File: config.mk
export PLATFORM = sky130hd
export DESIGN_NAME = wide_evt_cnt
export DESIGN_NICKNAME = d
export VERILOG_FILES = /design/src/rtl/evt_cnt_pkg.sv /design/src/rtl/evt_cnt_slice.sv /design/src/rtl/evt_cnt_chain.sv /design/src/rtl/evt_cnt_ctrl.sv /design/src/rtl/wide_evt_cnt.sv
export SDC_FILE = /design/constraint.sdc
export NUM_CORES = 1
export LEC_CHECK = 0
export BUFFER_PORTS_ARGS = -buffer_cell sky130_fd_sc_hd__buf_2
export CAP_MARGIN = 25
export CORE_ASPECT_RATIO = 0.5
export CORE_MARGIN = 2
export CORE_UTILIZATION = 51
export CTS_CLUSTER_SIZE = 10
export DETAILED_ROUTE_END_ITERATION = 8
export PLACE_DENSITY = 0.81
export SYNTH_ARGS = -nofsm -noshare
export SYNTH_HDL_FRONTEND = slang
export SYNTH_HIERARCHICAL = 1
export SYNTH_SLANG_ARGS = --single-unit
File: constraint.sdc
create_clock -name clk -period 3.3 [get_ports clk]
set_clock_uncertainty 0.05 [all_clocks]
set_input_delay 0.165 -clock clk [delete_from_list [all_inputs] [get_ports clk]]
set_output_delay 0.165 -clock clk [all_outputs]
set_load 0.01 [all_outputs]
File: src/rtl/evt_cnt_pkg.sv
`timescale 1ns/1ps
package evt_cnt_pkg;
  typedef enum logic {CNT_DOWN = 1'b0, CNT_UP = 1'b1} cnt_dir_e;

  localparam int SLICE_W = 4;

  function automatic int slices_for(input int width);
    return (width + SLICE_W - 1) / SLICE_W;
  endfunction
endpackage

File: src/rtl/evt_cnt_slice.sv
`timescale 1ns/1ps
module evt_cnt_slice #(
  parameter bit UP = 1'b0
) (
  input  logic       clk,
  input  logic       rst,
  input  logic       ld,
  input  logic [3:0] ld_val,
  input  logic       en,
  output logic [3:0] q,
  output logic       tc
);
  localparam logic [3:0] TERM = UP ? 4'hF : 4'h0;

  always_ff @(posedge clk) begin
    if (rst)      q <= TERM;
    else if (ld)  q <= ld_val;
    else if (en)  q <= UP ? q + 4'd1 : q - 4'd1;
  end

  assign tc = (q == TERM);
endmodule

File: src/rtl/evt_cnt_chain.sv
`timescale 1ns/1ps
module evt_cnt_chain #(
  parameter int NS = 10,
  parameter bit UP = 1'b0,
  localparam int PW = NS * 4
) (
  input  logic          clk,
  input  logic          rst,
  input  logic          ld,
  input  logic [PW-1:0] ld_val,
  input  logic          step,
  output logic [PW-1:0] q,
  output logic          all_term,
  output logic          near_end
);
  localparam logic [3:0] NEAR = UP ? 4'hE : 4'h1;

  logic [NS-1:0] tc;
  logic [NS:0]   low_all;   // every slice below index k is terminal
  logic [NS:1]   high_all;  // every slice from 1 up to k-1 is terminal

  assign low_all[0]  = 1'b1;
  assign high_all[1] = 1'b1;

  for (genvar k = 0; k < NS; k++) begin : g_slice
    evt_cnt_slice #(.UP(UP)) u_slice (
      .clk    (clk),
      .rst    (rst),
      .ld     (ld),
      .ld_val (ld_val[k*4 +: 4]),
      .en     (step & low_all[k]),
      .q      (q[k*4 +: 4]),
      .tc     (tc[k])
    );
    assign low_all[k+1] = low_all[k] & tc[k];
    if (k >= 1) begin : g_high
      assign high_all[k+1] = high_all[k] & tc[k];
    end
  end

  assign all_term = low_all[NS];
  assign near_end = (q[3:0] == NEAR) & high_all[NS];
endmodule

File: src/rtl/evt_cnt_ctrl.sv
`timescale 1ns/1ps
module evt_cnt_ctrl (
  input  logic clk,
  input  logic rst,
  input  logic load,
  input  logic evt,
  input  logic all_term,
  input  logic near_end,
  output logic busy,
  output logic done
);
  always_ff @(posedge clk) begin
    if (rst) begin
      busy <= 1'b0;
      done <= 1'b0;
    end else if (load) begin
      busy <= 1'b1;
      done <= 1'b0;
    end else if (busy && all_term) begin
      busy <= 1'b0;
      done <= 1'b1;
    end else if (busy && evt && near_end) begin
      busy <= 1'b0;
      done <= 1'b1;
    end else begin
      done <= 1'b0;
    end
  end
endmodule

File: src/rtl/wide_evt_cnt.sv
`timescale 1ns/1ps
module wide_evt_cnt #(
  parameter int W = 40,
  parameter evt_cnt_pkg::cnt_dir_e DIR = evt_cnt_pkg::CNT_DOWN
) (
  input  logic         clk,
  input  logic         rst,
  input  logic         load_i,
  input  logic [W-1:0] target_i,
  input  logic         evt_i,
  output logic [W-1:0] count_o,
  output logic         done_o,
  output logic         busy_o
);
  localparam int NS  = evt_cnt_pkg::slices_for(W);
  localparam int PW  = NS * evt_cnt_pkg::SLICE_W;
  localparam bit UPB = (DIR == evt_cnt_pkg::CNT_UP);

  logic [PW-1:0] tgt_ext, ld_val, q;
  logic          all_term, near_end, step, busy;

  assign tgt_ext = PW'(target_i);
  assign ld_val  = UPB ? ~tgt_ext : tgt_ext;
  assign step    = evt_i & busy & ~load_i & ~all_term;

  evt_cnt_chain #(.NS(NS), .UP(UPB)) u_chain (
    .clk      (clk),
    .rst      (rst),
    .ld       (load_i),
    .ld_val   (ld_val),
    .step     (step),
    .q        (q),
    .all_term (all_term),
    .near_end (near_end)
  );

  evt_cnt_ctrl u_ctrl (
    .clk      (clk),
    .rst      (rst),
    .load     (load_i),
    .evt      (evt_i),
    .all_term (all_term),
    .near_end (near_end),
    .busy     (busy),
    .done     (done_o)
  );

  assign busy_o  = busy;
  assign count_o = UPB ? ~q[W-1:0] : q[W-1:0];
endmodule

==> flow_summary.json, run 1 <==
{
  "cts_buffers": 5,
  "synthTopCellsByArea": "dfxtp_1 (33%), nor4b_4 (9.3%), xor2_1 (6.9%)",
  "status": "finished clean",
  "fin_cells": 444,
  "post_cts_resized": 0,
  "route.detailed.drc": 0,
  "post_dp_cell_area_um2": 3050,
  "cp_data_required_time_ns": 3.44,
  "routedLengthMet1_mm": 2.44,
  "endpoint_kind": "flop",
  "endpoint": "u_chain/g_slice[8].u_slice/q[3]",
  "cts_max_level": 2,
  "worst_slew_pin_slew_ns": 0.758,
  "syn_area_per_cell_um2": 8.88,
  "clock_sinks": 42,
  "yosys-top-cells-count": "inv_1 (43), dfxtp_1 (42), a21oi_1 (30), nand2_1 (23), nor2_1 (21)",
  "ioPinCount": 86,
  "r2r-start": "u_chain/g_slice[4].u_slice/q[0]",
  "hp-class": "input pin to flop",
  "core_um2": 4860,
  "start_util_pct": 52.4,
  "die_x_um": 104,
  "drt-total-wl_mm": 5.45,
  "startpoint_type": "flop",
  "grt_usage_pct": 19.4,
  "gp_congestion": 0.775,
  "clockBufferDepth": 2,
  "syn_inst": 287,
  "crit_fanout": 7,
  "diodes": 0,
  "wl_per_cell_um": 12.3,
  "power.leakage_uw": 0.00153,
  "fin_nets": 427,
  "synth.ff_latch_count": 42,
  "die-area_um2": 5610,
  "yosys_most_used_dff": "dfxtp_1",
  "report.final.slew_viol_count": 0,
  "setup_viol": 0,
  "synth_area_um2": 2550,
  "crit_type": "flop to flop",
  "final_cell_area_um2": 3150,
  "path_clk_slew_ns": 0.08,
  "io_buffers": 85,
  "place_ws_ns": 0.303,
  "power_uw": 1160,
  "wl_met3_um": 228,
  "first_pass_iters": 4,
  "async_reset_ff_share_pct": 0,
  "worstHoldStart": "target_i[5]",
  "cts_setup_buffers": 0,
  "post-route-period-util_pct": 91.7,
  "dp_hpwl_mm": 4.06,
  "first_global_vias": 1959,
  "worstRegToRegCells": 11,
  "max_cap_violations": 0,
  "area_growth_pct": 23.4,
  "yosysTopAreaCell": "dfxtp_1",
  "arrival_ns": 3.17,
  "r2r_slack_ns": 0.27,
  "synth_top_area_share_pct": 33.0,
  "clock_latency_ns": 0.29,
  "synth.most_common_cell": "inv_1",
  "cts_tree": "done",
  "rsz0062_at_grt": "no",
  "die_y_um": 54.0,
  "synth_edf_count": 0,
  "gr-total-overflow": 0,
  "grt_max_degree": 73,
  "antenna_found_initial": 0,
  "setup_tns_ns": 0,
  "min_period_ns": 3.03,
  "slew_headroom_pct": 49.5,
  "clockRootBuffer": "clkbuf_8",
  "hold_buffers": 0,
  "num_vias": 2191,
  "avgViaCountPerCell": 4.93,
  "reg2reg_to": "u_chain/g_slice[8].u_slice/q[3]",
  "drive_gt1_share_pct": 30.2,
  "ys_seq_area_share_pct": 33.0,
  "setup_ws_ns": 0.272,
  "synth.distinct_cells": 28,
  "grt_pass1_wl_mm": 8.76,
  "hold_violations": 0,
  "crit_start": "u_chain/g_slice[4].u_slice/q[0]",
  "placed_cells": 436,
  "first_iter_violations": 58,
  "routed-wl-met2_mm": 2.76,
  "top_layer_used": "met4",
  "ant_nets": 0,
  "syn_nets": 341,
  "rows": 18,
  "max-vdd-ir-drop_mv": 0.210,
  "yosys_warnings": 6,
  "fmax_mhz": 330,
  "power_density_nw_per_um2": 370
}
[cells by family after synthesis]
family,synth area share [%]
fa+ha+maj,4.91
compound gates,15.8
mux,3.93
simple gates,24.3
buf+inv,7.81
xor+xnor,10.3
flops,33.0
[state kept, by name, indices dropped and copies added, names as in the netlist]
register,cells
u_ctrl/done,1
u_chain/g_slice.u_slice/q,40
u_ctrl/busy,1
[report_power, final]
part / switching (uW) / internal (uW)
logic: 121 / 113
registers: 48.2 / 540
clock network: 173 / 169
total: 342 / 822
[worst min-delay path by stage]
stage / end / cells after the start
4_1_cts: u_chain/g_slice[1].u_slice/q[1] / 3
3_5_place_dp: u_chain/g_slice[4].u_slice/q[0] / 3
5_1_grt: u_chain/g_slice[4].u_slice/q[1] / 3
6_report: u_chain/g_slice[1].u_slice/q[1] / 3
3_3_place_gp: u_chain/g_slice[1].u_slice/q[0] / 3
2_1_floorplan: u_chain/g_slice[0].u_slice/q[1] / 1
[critical path, cell delays in order, from the launching register on]
cell and delay, ns:
dfxtp_1 0.44, inv_1 0.08, ha_1 0.22, nor3b_1 0.17
nand4_4 0.16, nor3_1 0.08, and4bb_2 0.39, nand2_1 0.17
nor3_1 0.59, nor4b_4 0.32, xor2_1 0.09, o21a_1 0.17
[layer usage]
layer  vias up  GRT usage (%)
met5         -              0
met1      1019           22.8
met2        42           37.4
li1       1128              -
met4         0           4.05
met3         2           4.96
[area by class of cell]
class                   instances  area [um2]
inverters                      43         161
multi-input cells             192        1510
flip-flops and latches         42         841
well taps                      70        87.6
fillers                       449        1720
repair buffers                 89         455
clock buffers                   7        86.3
clock inverters                 1        5.00
[layout by cell type (no fill, tap or decap), drive strengths merged]
cell      n
a211o    10
nand2b    1
nor3      5
o21a     20
nand4bb   1
xnor2    10
mux2i    10
xor2     20
nor4b    10
dfxtp    42
clkinv    1
clkbuf    7
o22ai     1
a21o      1
nand2    23
nand4     2
nor2     21
nor4      1
buf      89
ha       10
and3      2
inv      43
nand3     1
and4bb    1
a21oi    30
nor3b    11
and2      1
[metrics by stage]
step                      hold WS, ns  util (%)
after CTS                      0.0448      64.7
final                          0.0519      64.7
after detailed placement        0.363      62.8
after floorplan                 0.184         -
after global routing           0.0572      64.7
after global placement          0.350      62.8
Power figures use the tool's default switching activity.
==> run 2: changes to the inputs <==
Settings changed: PLACE_DENSITY 0.81 to not set, PLACE_DENSITY_LB_ADDON set to 0.05.
==> run 2 against run 1 <==
  * Die area stayed put
  * Fmax is 0.14% lower
  * Non-clock buffer count stayed put
  * Largest power group unchanged
  * Highest routed layer unchanged
==> flow_summary.json, run 2 (synthesis gave the netlist of run 1 again) <==
{
  "status": "finished clean",
  "max-vdd-ir-drop_mv": 0.175,
  "top_layer_used": "met4",
  "largest_registers": "u_chain/g_slice.u_slice/q: 40 flops, u_ctrl/busy: 1 flops, u_ctrl/done: 1 flops",
  "fmax_mhz": 330,
  "setup_viol": 0,
  "die_x_um": 104,
  "wl_per_cell_um": 12.2,
  "regArea_um2": 841,
  "slew_headroom_pct": 47.5,
  "startpoint_type": "flop",
  "first_pass_iters": 4,
  "top_register": "u_chain/g_slice.u_slice/q",
  "final_common_cell": "buf_2",
  "slowest_stage": "nor3_1",
  "gr-total-overflow": 0,
  "cts_buffers": 5,
  "rows": 18,
  "route.detailed.drc": 0,
  "min_path_cells": 3,
  "critPathBufInv": 1,
  "report.final.slew_viol_count": 0,
  "nFillCells": 446,
  "fin_nets": 427,
  "diodes": 0,
  "avgViaCountPerCell": 4.89,
  "largest_reg_flops": 40,
  "r2r_slack_ns": 0.27,
  "antenna_found_initial": 0,
  "ioPinCount": 86,
  "cts_tree": "done",
  "clockBufferDepth": 2,
  "post-route-util_pct": 64.8,
  "core_um2": 4860,
  "post-route-period-util_pct": 91.9,
  "io_buffers": 85,
  "hold_violations": 0,
  "crit_type": "flop to flop",
  "clock_sinks": 42,
  "reg2reg_to": "u_chain/g_slice[6].u_slice/q[3]",
  "cp.depth": 11,
  "drive_gt1_share_pct": 30.5,
  "area_growth_pct": 23.6,
  "power_density_nw_per_um2": 373,
  "routed-wl-met2_mm": 2.49,
  "multi_input_area_um2": 1510,
  "hold_buffers": 0,
  "first_global_vias": 1983,
  "hp-class": "input pin to flop",
  "max_cap_violations": 0,
  "start_util_pct": 52.4,
  "endpoint_kind": "flop",
  "min_to": "u_chain/g_slice[2].u_slice/q[1]",
  "worstHoldStart": "target_i[9]",
  "setup_tns_ns": 0,
  "wl_met3_um": 264,
  "path_clk_slew_ns": 0.09,
  "r2r-start": "u_chain/g_slice[7].u_slice/q[0]",
  "ant_nets": 0,
  "grt_max_degree": 73,
  "clockRootBuffer": "clkbuf_8",
  "first_iter_violations": 73,
  "grt_pass1_wl_mm": 8.62,
  "power_uw": 1180,
  "layout_common_cells": "buf_2 (85), inv_1 (43), dfxtp_1 (42)",
  "crit_chain": "inv_1, ha_1, nor3b_1, nand4_1, nor3_1, and4bb_2, nand2_1, nor3_1, nor4b_4, xor2_1, o21a_1",
  "drt-total-wl_mm": 5.43,
  "worstRegToRegCells": 11,
  "rsz0062_at_grt": "no",
  "gp_congestion": 0.757,
  "arrival_ns": 3.18,
  "die_y_um": 54.0,
  "crit_path_frequent_cell": "nor3_1",
  "cts_max_level": 2,
  "min_period_ns": 3.03,
  "num_vias": 2171,
  "die-area_um2": 5610,
  "path_delay_family": "simple AND/OR/NAND/NOR gates",
  "dp_hpwl_mm": 3.92,
  "crit_fanout": 7,
  "grt_usage_pct": 19.3,
  "critPathMaxStageDelay_ns": 0.54,
  "cp_data_required_time_ns": 3.44,
  "routedLengthMet1_mm": 2.65,
  "worst_slew_pin_slew_ns": 0.787,
  "power.leakage_uw": 0.00153,
  "clock_latency_ns": 0.29
}
-- run 2: layout make-up --
class	instances	area share (%)
timing repair buffer	89	14.5
clock inverter	1	0.159
multi-input combinational	192	48.1
sequential	42	26.7
inverter	43	5.12
tap	70	2.78
clock buffer	7	2.74
-- run 2: worst max-delay path by stage --
stage / startpoint / endpoint / slack, ns
floorplan: u_chain/g_slice[2].u_slice/q[0] / u_chain/g_slice[4].u_slice/q[3] / 0.56
global placement: u_chain/g_slice[6].u_slice/q[0] / u_chain/g_slice[8].u_slice/q[3] / 0.34
detailed placement: u_chain/g_slice[6].u_slice/q[0] / u_chain/g_slice[8].u_slice/q[3] / 0.22
CTS: u_chain/g_slice[7].u_slice/q[0] / u_chain/g_slice[8].u_slice/q[3] / 0.20
global route: u_chain/g_slice[6].u_slice/q[0] / u_chain/g_slice[6].u_slice/q[3] / 0.02
finish: u_chain/g_slice[7].u_slice/q[0] / u_chain/g_slice[6].u_slice/q[3] / 0.27
-- run 2: timing repair --
action,CTS,global route
hold endpoints to repair,0,0
setup endpoints to repair,0,1
gates resized for setup,0,1
buffers inserted,0,0
-- run 2: report_power, final --
part	internal (uW)	switching, uW
Sequential	540	47.9
Combinational	114	120
Clock	169	185
Total	824	352
-- run 2: metrics by stage --
| stage | std cells | setup WS [ns] | hold WS (ns) | instance area [um2] |
|---|---|---|---|---|
| after global routing | 444 | 0.0175 | 0.0451 | 3150 |
| after floorplan | 287 | 0.564 | 0.184 | 2550 |
| after detailed placement | 436 | 0.223 | 0.360 | 3050 |
| after CTS | 444 | 0.199 | 0.0420 | 3150 |
| final | 444 | 0.268 | 0.0540 | 3150 |
| after global placement | 436 | 0.340 | 0.349 | 3050 |
-- run 2: layer usage --
| layer | vias to the layer above | global-route usage [%] |
|---|---|---|
| met5 | - | 0 |
| met4 | 0 | 6.76 |
| met3 | 2 | 5.08 |
| met2 | 50 | 34.1 |
| met1 | 994 | 23.5 |
| li1 | 1125 | - |
-- run 2: tightest hold or removal path, delay by kind of cell --
kind	cells	cell delay [ns]
AO/OA/AOI/OAI	1	0.05
buffers and inverters	1	0.09
AND/OR/NAND/NOR	1	0.04
==> run 3: changes to the inputs <==
--- a/config.mk
+++ b/config.mk
@@ -9,3 +9,2 @@
 export CAP_MARGIN = 25
-export CORE_ASPECT_RATIO = 0.5
 export CORE_MARGIN = 2
==> constraint.sdc (replaced) <==
create_clock -name clk -period 3.3 [get_ports clk]
set_clock_uncertainty 0.05 [all_clocks]
set_input_delay 0.66 -clock clk [delete_from_list [all_inputs] [get_ports clk]]
set_output_delay 0.66 -clock clk [all_outputs]
set_load 0.01 [all_outputs]
==> run 3 against run 2 <==
  * Clock-buffer cell count down 1
  * Hold slack improved by 0.41 ns
  * Fmax grew 1.3%
  * Cell area is 1.6% higher
  * Sequential share of layout area shrank 0.42 points
  * Wire length grew 1.4%
  * Power grew 13%
  * Register-to-register slack improved by 0.04 ns
  * Combinational power barely moved
  * Worst setup slack gained 0.039 ns
==> flow_summary.json, run 3 (synthesis gave the netlist of run 1 again) <==
{
  "status": "finished clean",
  "first_iter_violations": 52,
  "worst_slew_pin_slew_ns": 0.798,
  "cts_tree": "done",
  "gr-total-overflow": 0,
  "hp-class": "flop to flop",
  "cts_setup_buffers": 0,
  "slowest_stage": "nor3b_1",
  "num_vias": 2166,
  "cp_data_required_time_ns": 3.44,
  "dp_hpwl_mm": 3.89,
  "post-route-period-util_pct": 90.7,
  "antenna_found_initial": 0,
  "power_density_nw_per_um2": 414,
  "die-area_um2": 5580,
  "nFillCells": 443,
  "startpoint_type": "flop",
  "final_common_cell": "buf_2",
  "clockBufferDepth": 2,
  "diodes": 0,
  "drt-total-wl_mm": 5.50,
  "io_buffers": 85,
  "fin_nets": 428,
  "slew_headroom_pct": 46.8,
  "setup_tns_ns": 0,
  "grt_usage_pct": 19.6,
  "wl_per_cell_um": 12.4,
  "clock_sinks": 42,
  "min_path_cells": 2,
  "worstRegToRegCells": 11,
  "endpoint_kind": "flop",
  "clockRootBuffer": "clkbuf_8",
  "clock_latency_ns": 0.29,
  "crit_type": "flop to flop",
  "crit_fanout": 7,
  "largest_reg_flops": 40,
  "drive_gt1_share_pct": 30.7,
  "avgViaCountPerCell": 4.90,
  "core_um2": 4790,
  "critPathMaxStageDelay_ns": 0.47,
  "post_cts_resized": 0,
  "grt_pass1_wl_mm": 8.46,
  "first_global_vias": 1970,
  "grt_max_degree": 73,
  "layout_common_cells": "buf_2 (85), inv_1 (43), dfxtp_1 (42)",
  "max_cap_violations": 0,
  "cts_max_level": 2,
  "report.final.slew_viol_count": 0,
  "rows": 25,
  "setup_viol": 0,
  "die_y_um": 74.7,
  "gp_congestion": 0.793,
  "arrival_ns": 3.14,
  "power.leakage_uw": 0.00156,
  "fmax_mhz": 334,
  "hold_violations": 0,
  "post-route-util_pct": 66.9,
  "ioPinCount": 86,
  "die_x_um": 74.7,
  "start_util_pct": 53.3,
  "route.detailed.drc": 0,
  "top_register": "u_chain/g_slice.u_slice/q",
  "cts_buffers": 5,
  "hold_buffers": 0,
  "crit_chain": "inv_1, ha_1, nor3b_1, nand4_4, nor3_1, and4bb_2, and3_1, and3_2, nor4b_4, xor2_1, o21a_1",
  "path_clk_slew_ns": 0.08,
  "min_period_ns": 2.99,
  "max-vdd-ir-drop_mv": 0.243,
  "first_pass_iters": 6,
  "largest_registers": "u_chain/g_slice.u_slice/q: 40 flops, u_ctrl/busy: 1 flops, u_ctrl/done: 1 flops",
  "area_growth_pct": 25.6,
  "rsz0062_at_grt": "no",
  "ant_nets": 0
}
## run 3: changes by cell type in the layout (fill, tap and decap cells not counted)
cell and delta:
bufinv_16 +2, nor3_1 +1, buf_4 +1, clkbuf_1 -1
nor3_2 -1, clkinv_2 -1
## run 3: metrics by stage
step           hold WS (ns)  total power (uW)  cells  instance area (um2)  worst slack (ns)
3_3_place_gp          0.460               829    434                 3060             0.427
2_1_floorplan         0.465               741    287                 2550             0.564
3_5_place_dp          0.457               834    434                 3060             0.341
4_1_cts               0.473              1340    442                 3200             0.321
5_1_grt               0.486              1390    442                 3200            0.0289
6_report              0.467              1330    442                 3200             0.307
## run 3: final timing paths
check / slack [ns] / end / start
max reg2reg: 0.31 / u_chain/g_slice[4].u_slice/q[3] / u_chain/g_slice[1].u_slice/q[0]
max: 0.31 / u_chain/g_slice[4].u_slice/q[3] / u_chain/g_slice[1].u_slice/q[0]
min: 0.47 / u_ctrl/done / u_ctrl/busy
min reg2reg: 0.47 / u_ctrl/done / u_ctrl/busy
## run 3: layer usage
metal / wire length, um / GRT usage [%]
met5: 0 / 0
met1: 2470 / 24.1
met3: 275 / 5.22
met4: 25 / 5.56
met2: 2730 / 33.7
## run 3: power by group
group	switching (uW)	internal (uW)
clock	181	323
sequential	49.0	540
combinational	120	113
## run 3: worst max-delay path, delay by kind of cell, from the launching register on
family | cells | cell delay (ns)
AOI/OAI and AO/OA | 1 | 0.17
and+or+nand+nor | 7 | 1.91
DFF | 1 | 0.38
xor gates and xnor gates | 1 | 0.15
buffers and inverters | 1 | 0.08
adders and majority gates | 1 | 0.16
## run 3: cell type report
cell class                 count  area (um2)  area share [%]
tap                           67        83.8            2.62
clock inverter                 2        60.1            1.88
inverter                      43         161            5.04
sequential                    42         841            26.3
timing repair buffer          90         463            14.5
multi-input combinational    192        1510            47.1
clock buffer                   6        82.6            2.58
